### src/rtl/keywdt.sv
module keywdt #(
  parameter int LOW_W = 12
) (
  input  logic        clk,
  input  logic        rst_n,
  input  logic        bus_sel,
  input  logic        bus_we,
  input  logic [3:0]  bus_addr,
  input  logic [31:0] bus_wdata,
  output logic [31:0] bus_rdata,
  output logic        wdt_rst,
  output logic        wdt_irq
);
  localparam int RLD_W = 12;
  localparam int CNT_W = RLD_W + LOW_W;
  localparam int PS_W  = 12;
  localparam logic [11:0] MODE_KEY = 12'hABC;
  localparam logic [11:0] CTRL_KEY = 12'h248;
  localparam logic [31:0] KICK_VAL = 32'h0000_1999;

  logic             en, rst_en, irq_en;
  logic [1:0]       len;
  logic [RLD_W-1:0] crv;
  logic [1:0]       psel;
  logic [CNT_W-1:0] count;
  logic [PS_W-1:0]  pcnt;
  logic [PS_W-1:0]  div_last;
  logic             expired;
  logic [3:0]       rst_cnt;

  wire wr      = bus_sel & bus_we;
  wire mode_wr = wr && bus_addr[3:2] == 2'd0 && bus_wdata[23:12] == MODE_KEY;
  wire ctrl_wr = wr && bus_addr[3:2] == 2'd1 && bus_wdata[25:14] == CTRL_KEY;
  wire kick    = wr && bus_addr[3:2] == 2'd2 && bus_wdata == KICK_VAL;

  always_comb begin
    case (psel)
      2'd0:    div_last = PS_W'(7);
      2'd1:    div_last = PS_W'(63);
      2'd2:    div_last = PS_W'(511);
      default: div_last = PS_W'(4095);
    endcase
  end

  wire tick      = en && (pcnt >= div_last);
  wire expire_ev = !kick && tick && (count == CNT_W'(1));
  wire [3:0] len_last = (4'd2 << len) - 4'd1;

  always_ff @(posedge clk or negedge rst_n) begin
    if (!rst_n) begin
      en <= 1'b0; rst_en <= 1'b0; irq_en <= 1'b0; len <= 2'd0;
      crv <= '0; psel <= 2'd0;
    end else begin
      if (mode_wr) begin
        en     <= bus_wdata[0];
        rst_en <= bus_wdata[1];
        irq_en <= bus_wdata[2];
        len    <= bus_wdata[5:4];
      end
      if (ctrl_wr) begin
        crv  <= bus_wdata[13:2];
        psel <= bus_wdata[1:0];
      end
    end
  end

  always_ff @(posedge clk or negedge rst_n) begin
    if (!rst_n) begin
      count   <= {{RLD_W{1'b0}}, {LOW_W{1'b1}}};
      pcnt    <= '0;
      expired <= 1'b0;
    end else if (kick) begin
      count   <= {crv, {LOW_W{1'b1}}};
      pcnt    <= '0;
      expired <= 1'b0;
    end else if (en) begin
      if (tick) begin
        pcnt <= '0;
        if (count != '0) count <= count - CNT_W'(1);
        if (expire_ev) expired <= 1'b1;
      end else begin
        pcnt <= pcnt + PS_W'(1);
      end
    end
  end

  always_ff @(posedge clk or negedge rst_n) begin
    if (!rst_n) begin
      wdt_rst <= 1'b0;
      rst_cnt <= 4'd0;
    end else if (expire_ev && rst_en) begin
      wdt_rst <= 1'b1;
      rst_cnt <= len_last;
    end else if (wdt_rst) begin
      if (rst_cnt == 4'd0) wdt_rst <= 1'b0;
      else rst_cnt <= rst_cnt - 4'd1;
    end
  end

  assign wdt_irq = expired & irq_en;

  always_comb begin
    case (bus_addr[3:2])
      2'd0:    bus_rdata = {26'd0, len, 1'b0, irq_en, rst_en, en};
      2'd1:    bus_rdata = {18'd0, crv, psel};
      2'd2:    bus_rdata = 32'd0;
      default: bus_rdata = {31'd0, expired};
    endcase
  end
endmodule


### config.mk
export PLATFORM = sky130hd
export DESIGN_NAME = keywdt
export DESIGN_NICKNAME = d
export VERILOG_FILES = /design/src/rtl/keywdt.sv
export SDC_FILE = /design/constraint.sdc
export NUM_CORES = 1
export LEC_CHECK = 0
export BUFFER_PORTS_ARGS = -buffer_cell sky130_fd_sc_hd__buf_2
export CAP_MARGIN = 30
export CORE_MARGIN = 2
export CORE_UTILIZATION = 56
export CTS_CLUSTER_SIZE = 28
export DETAILED_ROUTE_END_ITERATION = 12
export PLACE_DENSITY = 0.81
export SLEW_MARGIN = 20
export SYNTH_ARGS = -nofsm -noshare
export SYNTH_HDL_FRONTEND = slang
export SYNTH_SLANG_ARGS = --single-unit
### constraint.sdc
create_clock -name clk -period 3.6 [get_ports clk]
set_input_delay 0.54 -clock clk [delete_from_list [all_inputs] [get_ports clk]]
set_output_delay 0.54 -clock clk [all_outputs]
set_load 0.05 [all_outputs]
Word-level counts from Yosys, hierarchy flattened
Cells that the tools add are included.
- bits in registers: 61
- logic and storage cells: 70
- output and inout port bits: 34
- shift operators: 1
- reductions and logical operators: 23
- $add $sub $neg: 4
- multiplexer cells: 19
- equality and inequality tests: 9
- magnitude comparators: 1
- bitwise operators: 2
- operators by type and width (kind ; number):
    $mux 24 ; 4
    $pmux 14 s3 ; 1
    $mux 12 ; 3
    $pmux 12 s3 ; 1
    $eq 32x13->1 const B ; 1
    $eq 24x1->1 const B ; 1
    $reduce_bool 24->1 ; 1
    $sub 24x1->24 const B ; 1
    $add 12x1->12 const B ; 1
    $eq 12x10->1 const B ; 1
    $eq 12x12->1 const B ; 1
    $ge 12x12->1 ; 1
    $mux 4 ; 3
    $logic_and 1x1->1 ; 10
    $reduce_bool 2->1 ; 5
    $sub 4x1->4 const B ; 2
    $mux 1 ; 7
    $reduce_and 3->1 ; 2
    $eq 2x1->1 const B ; 2
    $eq 2x2->1 const B ; 2
    $logic_not 2->1 ; 2
    $logic_not 4->1 ; 1
    $shl 2x2->4 const A ; 1
    $and 1x1->1 ; 2
    other kinds (3) ; 3

Depth between registers and ports, before layout
Gate-level depths: netlist of the first run.
- depth after elaboration: 10
- gate-level depth with buffers: 13
- mapped depth without buffers: 12

Worst setup path after synthesis of the first run
OpenSTA, ideal clock, no wires.
- path type: reg-to-reg
- from: reg psel[1]
- to: reg rst_cnt[2]
- path slack: 929 ps
- arrival time: 2543 ps
- setup time: 127 ps
- required time: 3473 ps
- period minus slack after synthesis: 2671 ps
- cell stages (with the launch flop): 14
- path through: dfrtp_1 -> nand2_1 -> ha_1 -> and4_1 -> nand4_1 -> a21o_2 -> a211o_1 -> buf_6 -> nor3_1 -> a21oi_1 -> ha_1 -> a21o_1 -> a21oi_1 -> nor3_2
- cells in the longest elaborated chain, start to end: 9
- elaborated cells on any way between the ends: 13
- classes of those cells: 1 x order compare; 3 x eq/ne; 2 x mux; 7 x reduce/logical
- ends and longest elaborated chain (what ; RTL line ; source):
    start: declaration ; 24 ; logic [1:0] psel;
    start signal: assignment ; 62 ; psel <= bus_wdata[1:0];
    $eq 2x2->1, or another cell as far along ; 37 ; case (psel)
    $pmux 12 s3 * ; 37 ;
    $ge 12x12->1 * ; 45 ; wire tick = en && (pcnt >= div_last);
    $logic_and 1x1->1 * ; 45 ;
    $logic_and 1x1->1 * (2 in a row) ; 46 ; wire expire_ev = !kick && tick && (count == CNT_W'(1));
    $logic_and 1x1->1 * ; 91 ; end else if (expire_ev && rst_en) begin
    $ne 2x2->1 (no source line) / $reduce_bool 2->1 (equally long branches) ; -- ;
    $reduce_and 2->1 (no source line) ; -- ;
    end signal: assignment ; 93 ; rst_cnt <= len_last;
    end signal: assignment ; 96 ; else rst_cnt <= rst_cnt - 4'd1;
    end: declaration ; 29 ; logic [3:0] rst_cnt;
Every way passes the cells marked *; elsewhere a longest branch is shown, timed or not.
A chain may end at the register's enable or synchronous reset.

Final worst setup path of the first run
Same ends and word-level chain as after synthesis.

==> reports/results.tsv, run 1 <==
metric	value	unit
status	finished clean	
reg2reg_depth	12	
coreArea	6719	µm²
max_stage_delay	0.45	ns
dp_worst_setup_slack	0.6695	ns
avgSynthCellArea	9.431	µm²
start_util	0.5741	
grt_pass1_vias	3322	
dieArea	7568	µm²
synth_edf_count	0	
grt_pass1_wl	15160	µm
synth_cells	409	
fin_skew	0.01187	ns
synthesis.area	3857	µm²
tritoncts	yes	
io-pin-count	74	
fillers	540	
p_per_area	333.3	nW/µm²
post-route-period-util	0.8349	
nets	510	
final_cells	545	
cts_hold_buf	0	
leakagePower	1.961	nW
maxCapViolCount	0	
crit_end	rst_cnt[2]	
drive_gt1_frac	0.2473	
fmax	332.7	MHz
ys_types	63	
netlist_top_cells_count	49 x dfrtp_1, 37 x nor2_1, 33 x nand3_1	
cts.sinks	61	
cts_buffers	9	
worst_hold_path_type	in2async	
fin_setup_tns	0	ns
drcViolationCount	0	
rows	30	
r2r_slack	0.59	ns
synth_seq_cells	61	
htree_levels	3	
design_power_total	1.436	mW
post-route-worst-setup-slack	0.5945	ns
tightest_slew	0.8440	ns
setup_violations	0	
dpl.cell_count	529	
die_w	87.00	µm
synth_top_cell_by_area	dfrtp_1	
hold_viol	0	
path_clk_slew	0.07	ns
critPathArrivalTime	3.23	ns
async_flop_share	1.000	
antenna_cells	0	
track_usage	0.2520	
rsz0062_at_grt	no	
dieHeight	87.00	µm
antenna_found_initial	0	
grt_max_degree	37	
drtIter0Drc	251	
period_minus_slack	3.005	ns
area_growth	11.68	%
crit_chain	nand2_1 -> ha_1 -> and4_1 -> nand4_1 -> a21o_2 -> a211o_1 -> nor3_1 -> a21oi_1 -> ha_1 -> a21o_1 -> a21oi_1 -> nor3_2	
post_cts_buffers	0	
whs	0.2908	ns
cp.required	3.83	ns
ir_worst_vdd	0.0002181	V
slowest_stage	dfrtp_1	
post_cts_resized	0	
gp_congestion	0.8510	
hpwl	6444	µm
routedWlPerCell	16.50	µm
cts_buffer_depth	2	
antenna_left	0	
yosysTopAreaCellShare	0.3179	
crit_path_max_fanout	10	
ys_seq_area_frac	0.3996	
criticalPathCategory	reg2reg	
cts_root_buf	clkbuf_8	
r2r-start	psel[1]	
r2r-end	rst_cnt[2]	
synthMostInstantiatedCell	dfrtp_1	
vias	3369	
maxSlewViolCount	0	
overflow	0	
crit_start	psel[1]	
drt-total-wl	8992	µm
yosysWarnings	0	
synth_ff_type	dfrtp_1	
startpoint_type	register	
ys_top_cells_by_area	dfrtp_1 32%, dfstp_2 8.2%, mux2_2 5.3%	
via_per_inst	6.182	
worstSkewPairLatency	0.35	ns
io_buffer_count	53	
firstDrtPassIters	5	
cp-end-kind	register	
relSlewSlack	0.4373	
[state kept, by name, summed over array words and instances (netlist names)]
register / flops
expired: 1
rst_en: 1
wdt_rst: 1
psel: 2
len: 2
rst_cnt: 4
crv: 12
pcnt: 12
en: 1
irq_en: 1
count: 24
[per-layer routing]
| layer | track usage | part of all wire | vias to the layer above | routed length, µm |
|---|---|---|---|---|
| met5 | 0 | 0 | - | 0 |
| met4 | 0.1264 | 0.025 | 0 | 223 |
| met3 | 0.03697 | 0.055 | 21 | 498 |
| met2 | 0.4067 | 0.48 | 119 | 4310 |
| met1 | 0.3303 | 0.44 | 1651 | 3959 |
| li1 | - | - | 1578 | - |
[power by group]
group / total, mW / internal [mW] / switching, mW
sequential: 0.697 / 0.691 / 0.00597
combinational: 0.114 / 0.0298 / 0.0845
clock: 0.625 / 0.336 / 0.289
total: 1.44 / 1.06 / 0.379
[cell usage in the layout, fill, tap and decap left out, drive strengths merged, types with 6 or more instances in the layout]
cell type and n:
dfstp 12, and2 16, clkbuf 10, ha 10, xor2 6, or4 6
mux2i 12, a31oi 9, and3 6, nor4 15, nor2 37, nor3 11
nand3 33, or3 6, conb 18, dfrtp 49, nand2 26, a21oi 11
inv 12, mux2 18, buf 58, nand4 7, o21ai 17
[critical path, delay by kind of cell (launching register included)]
kind | cells | cell delay (ns)
compound gates | 5 | 1.15
simple gates | 5 | 0.71
fa+ha+maj | 2 | 0.58
flops | 1 | 0.45
[how the worst min path moves through the flow]
stage | slack (ns) | startpoint | cells past startpoint | end
floorplan | 0.24 | rst_n | 0 | count[12]
global placement | 0.48 | rst_cnt[3] | 2 | rst_cnt[3]
detailed placement | 0.51 | rst_cnt[3] | 2 | rst_cnt[3]
CTS | 0.32 | rst_n | 1 | expired
global route | 0.35 | rst_n | 1 | expired
finish | 0.29 | rst_n | 1 | expired
[area by class of cell]
type                            count  area, µm²  share of cell area
Clock buffer                       10      137.6             0.03195
Inverter                           11      41.29            0.009585
Clock inverter                      6      60.06             0.01394
Sequential cell                    61       1541              0.3578
Multi-Input combinational cell    319       2125              0.4932
Timing Repair Buffer               58      302.8             0.07029
Tap cell                           80      100.1             0.02324
[cell families after synthesis]
kind of cell / share of synthesized area
buffers and inverters: 0.06876
DFF: 0.3996
AOI/OAI and AO/OA: 0.1213
other: 0.0009721
xor gates and xnor gates: 0.02270
muxes: 0.08368
and+or+nand+nor: 0.2705
adders and majority gates: 0.03244
[per-stage QoR]
step | area (µm²) | util
2_1_floorplan | 3921 | -
3_3_place_gp | 4110 | 0.6117
3_5_place_dp | 4110 | 0.6117
4_1_cts | 4308 | 0.6412
5_1_grt | 4308 | 0.6412
6_report | 4308 | 0.6412
No activity file was read; power rests on OpenSTA's default activity.
==> run 2: changes to the inputs <==
--- a/config.mk
+++ b/config.mk
@@ -5,10 +5,11 @@
 export SDC_FILE = /design/constraint.sdc
 export NUM_CORES = 1
 export LEC_CHECK = 0
+export ABC_AREA = 1
 export BUFFER_PORTS_ARGS = -buffer_cell sky130_fd_sc_hd__buf_2
 export CAP_MARGIN = 30
 export CORE_MARGIN = 2
-export CORE_UTILIZATION = 56
+export CORE_UTILIZATION = 57
 export CTS_CLUSTER_SIZE = 28
 export DETAILED_ROUTE_END_ITERATION = 12
 export PLACE_DENSITY = 0.81
==> constraint.sdc (replaced) <==
create_clock -name clk -period 3 [get_ports clk]
set_input_delay 0.45 -clock clk [delete_from_list [all_inputs] [get_ports clk]]
set_output_delay 0.45 -clock clk [all_outputs]
set_load 0.05 [all_outputs]
==> reports/results.tsv, run 2 <==
metric	value	unit	change
status	finished clean		
startpoint_type	register		
cts_root_buf	clkbuf_8		
hold_viol	0		unchanged
cts_buffer_depth	2		unchanged
yosysWarnings	0		unchanged
post-route-worst-setup-slack	0.3139	ns	-0.2806 ns
period_minus_slack	2.686	ns	-0.3194 ns
criticalPathCategory	reg2reg		
nets	709		+39%
io-pin-count	74		unchanged
post_cts_resized	0		unchanged
r2r-start	psel[1]		
final_cell_mix	144 x nand2_1, 82 x inv_1, 81 x nor2_1		
reg2reg_depth	17		+5
final-seq-area	1541	µm²	unchanged
multi_input_area	2221	µm²	+4.5%
overflow	0		unchanged
ir_worst_vdd	0.0002189	V	+0.33%
antenna_found_initial	0		unchanged
antenna_cells	0		unchanged
start_util	0.5881		+0.01399
worst_hold_path_type	in2async		
biggestRegsByFlops	count (24), crv (12), pcnt (12)		
hpwl	7639	µm	+19%
drt-total-wl	10180	µm	+13%
tightest_slew	0.7562	ns	-0.08785 ns
leakagePower	2.361	nW	+20%
worstSkewPairLatency	0.34	ns	about the same
rsz0062_at_grt	no		
routedWlPerCell	13.34	µm	-19%
synth_top_cell_by_area	dfrtp_1		
grt_pass1_wl	16770	µm	+11%
synthesis.area	4243	µm²	+10%
r2r-end	count[18]		
avgSynthCellArea	7.060	µm²	-25%
r2r_slack	0.31	ns	-0.28 ns
p_per_area	342.0	nW/µm²	+2.6%
htree_levels	3		unchanged
maxSlewViolCount	0		unchanged
yosysTopAreaCellShare	0.2890		-0.02887
tritoncts	yes		
post_cts_buffers	0		unchanged
drcViolationCount	0		unchanged
gp_congestion	0.9789		+15%
cts_buffers	9		unchanged
grt_pass1_vias	3754		+13%
design_power_total	1.606	mW	+12%
largest_reg_flops	24		unchanged
mostFrequentLayoutCell	nand2_1		
ys_seq_area_frac	0.3633		-0.03630
critPathArrivalTime	2.90	ns	-0.33 ns
io_buffer_count	53		unchanged
fillers	641		+19%
ys_types	45		-29%
cts_hold_buf	0		unchanged
regMostFlops	count		
ys_top_cells_by_area	dfrtp_1 29%, nand2_1 13%, dfstp_2 7.4%		
post-route-period-util	0.8954		+0.06051
antenna_left	0		unchanged
synth_edf_count	0		unchanged
cts.sinks	61		unchanged
fin_setup_tns	0	ns	unchanged
dieArea	8150	µm²	+7.7%
whs	0.1708	ns	-0.1200 ns
die_w	90.28	µm	+3.8%
vias	4137		+23%
fin_skew	0.01092	ns	-0.0009421 ns
drive_gt1_frac	0.1702		-0.07713
fmax	372.3	MHz	+12%
grt_max_degree	35		-5.4%
synthMostInstantiatedCell	nand2_1		
cp.required	3.21	ns	-0.62 ns
rows	31		+3.3%
crit_path_max_fanout	22		+12
track_usage	0.2515		-0.0004793
via_per_inst	5.422		-12%
synth_cells	601		+47%
netlist_top_cells_count	144 x nand2_1, 82 x inv_1, 82 x nor2_1		
drtIter0Drc	233		-7.2%
dieHeight	90.28	µm	+3.8%
synth_seq_cells	61		unchanged
setup_violations	0		unchanged
area_growth	10.68	%	
coreArea	7214	µm²	+7.4%
synth_ff_type	dfrtp_1		
firstDrtPassIters	6		+1
cp-end-kind	register		
dp_worst_setup_slack	0.2293	ns	-0.4402 ns
path_clk_slew	0.07	ns	about the same
async_flop_share	1.000		unchanged
maxCapViolCount	0		unchanged
relSlewSlack	0.4959		+0.05857
[run 2: cell types whose count changed after synthesis, moves of 7 or more]
cell / before / now
nand2_1: 26 / 144
inv_1: 11 / 82
nor2_1: 37 / 82
o21ai_0: 17 / 36
mux2_2: 18 / 1
mux2i_1: 12 / 0
and2_1: 13 / 2
nor2_2: 0 / 10
xor2_1: 6 / 16
nor4_1: 13 / 6
[run 2: power by group]
| group | switching, mW | leakage (nW) | internal (mW) |
|---|---|---|---|
| clock network | 0.313 | 0.0812 | 0.297 |
| registers | 0.00558 | 0.773 | 0.829 |
| logic | 0.123 | 1.51 | 0.0390 |
| total | 0.442 | 2.36 | 1.16 |
[run 2: cells by family after synthesis]
group,share of synthesized area
multiplexers,0.002654
AO/OA/AOI/OAI,0.09584
adder cells (fa/ha/maj),0.02949
XOR/XNOR,0.04541
other,0.0008838
buffers and inverters,0.1289
AND/OR/NAND/NOR,0.3335
flip-flops,0.3633
[run 2: area by class of cell]
| cell class | instances | area share |
|---|---|---|
| repair buffers | 59 | 0.06688 |
| inverters | 89 | 0.07274 |
| clock buffers | 13 | 0.02958 |
| clock inverters | 3 | 0.003197 |
| flip-flops and latches | 61 | 0.3283 |
| multi-input cells | 439 | 0.4730 |
| well taps | 99 | 0.02638 |
[run 2: layer usage]
| metal | vias up | GRT usage | routed length [µm] |
|---|---|---|---|
| met5 | - | 0 | 0 |
| met3 | 32 | 0.03255 | 563 |
| met1 | 1907 | 0.3241 | 4458 |
| met4 | 0 | 0.1038 | 333 |
| met2 | 203 | 0.4292 | 4821 |
| li1 | 1995 | - | - |
[run 2: per-stage QoR]
stage	instances	instance area [µm²]	util
2_1_floorplan	618	4307	-
6_report	763	4696	0.6509
4_1_cts	763	4687	0.6497
3_5_place_dp	747	4533	0.6283
5_1_grt	763	4696	0.6509
3_3_place_gp	747	4533	0.6283
[run 2: how the worst max path moves through the flow]
stage / slack (ns) / start / cells after the start / endpoint
finish: 0.31 / psel[1] / 17 / count[18]
global route: 0.06 / psel[1] / 15 / count[8]
CTS: 0.16 / psel[1] / 15 / count[18]
detailed placement: 0.23 / psel[1] / 15 / count[10]
global placement: 0.34 / psel[1] / 15 / count[23]
floorplan: 0.55 / bus_addr[2] / 5 / bus_rdata[1]
[run 2: critical path: stages (launching register included)]
cell and delay [ns]:
dfrtp_1 0.45, nand2_1 0.14, ha_1 0.31, nand2_1 0.11, inv_1 0.05, nand2_1 0.06, nand3_1 0.08, inv_1 0.07
nand2_1 0.06, nor2_2 0.14, nor2_4 0.07, nor2_4 0.19, inv_6 0.07, nand2_2 0.24, inv_4 0.13, buf_6 0.19
nor2_1 0.14, a31oi_1 0.06
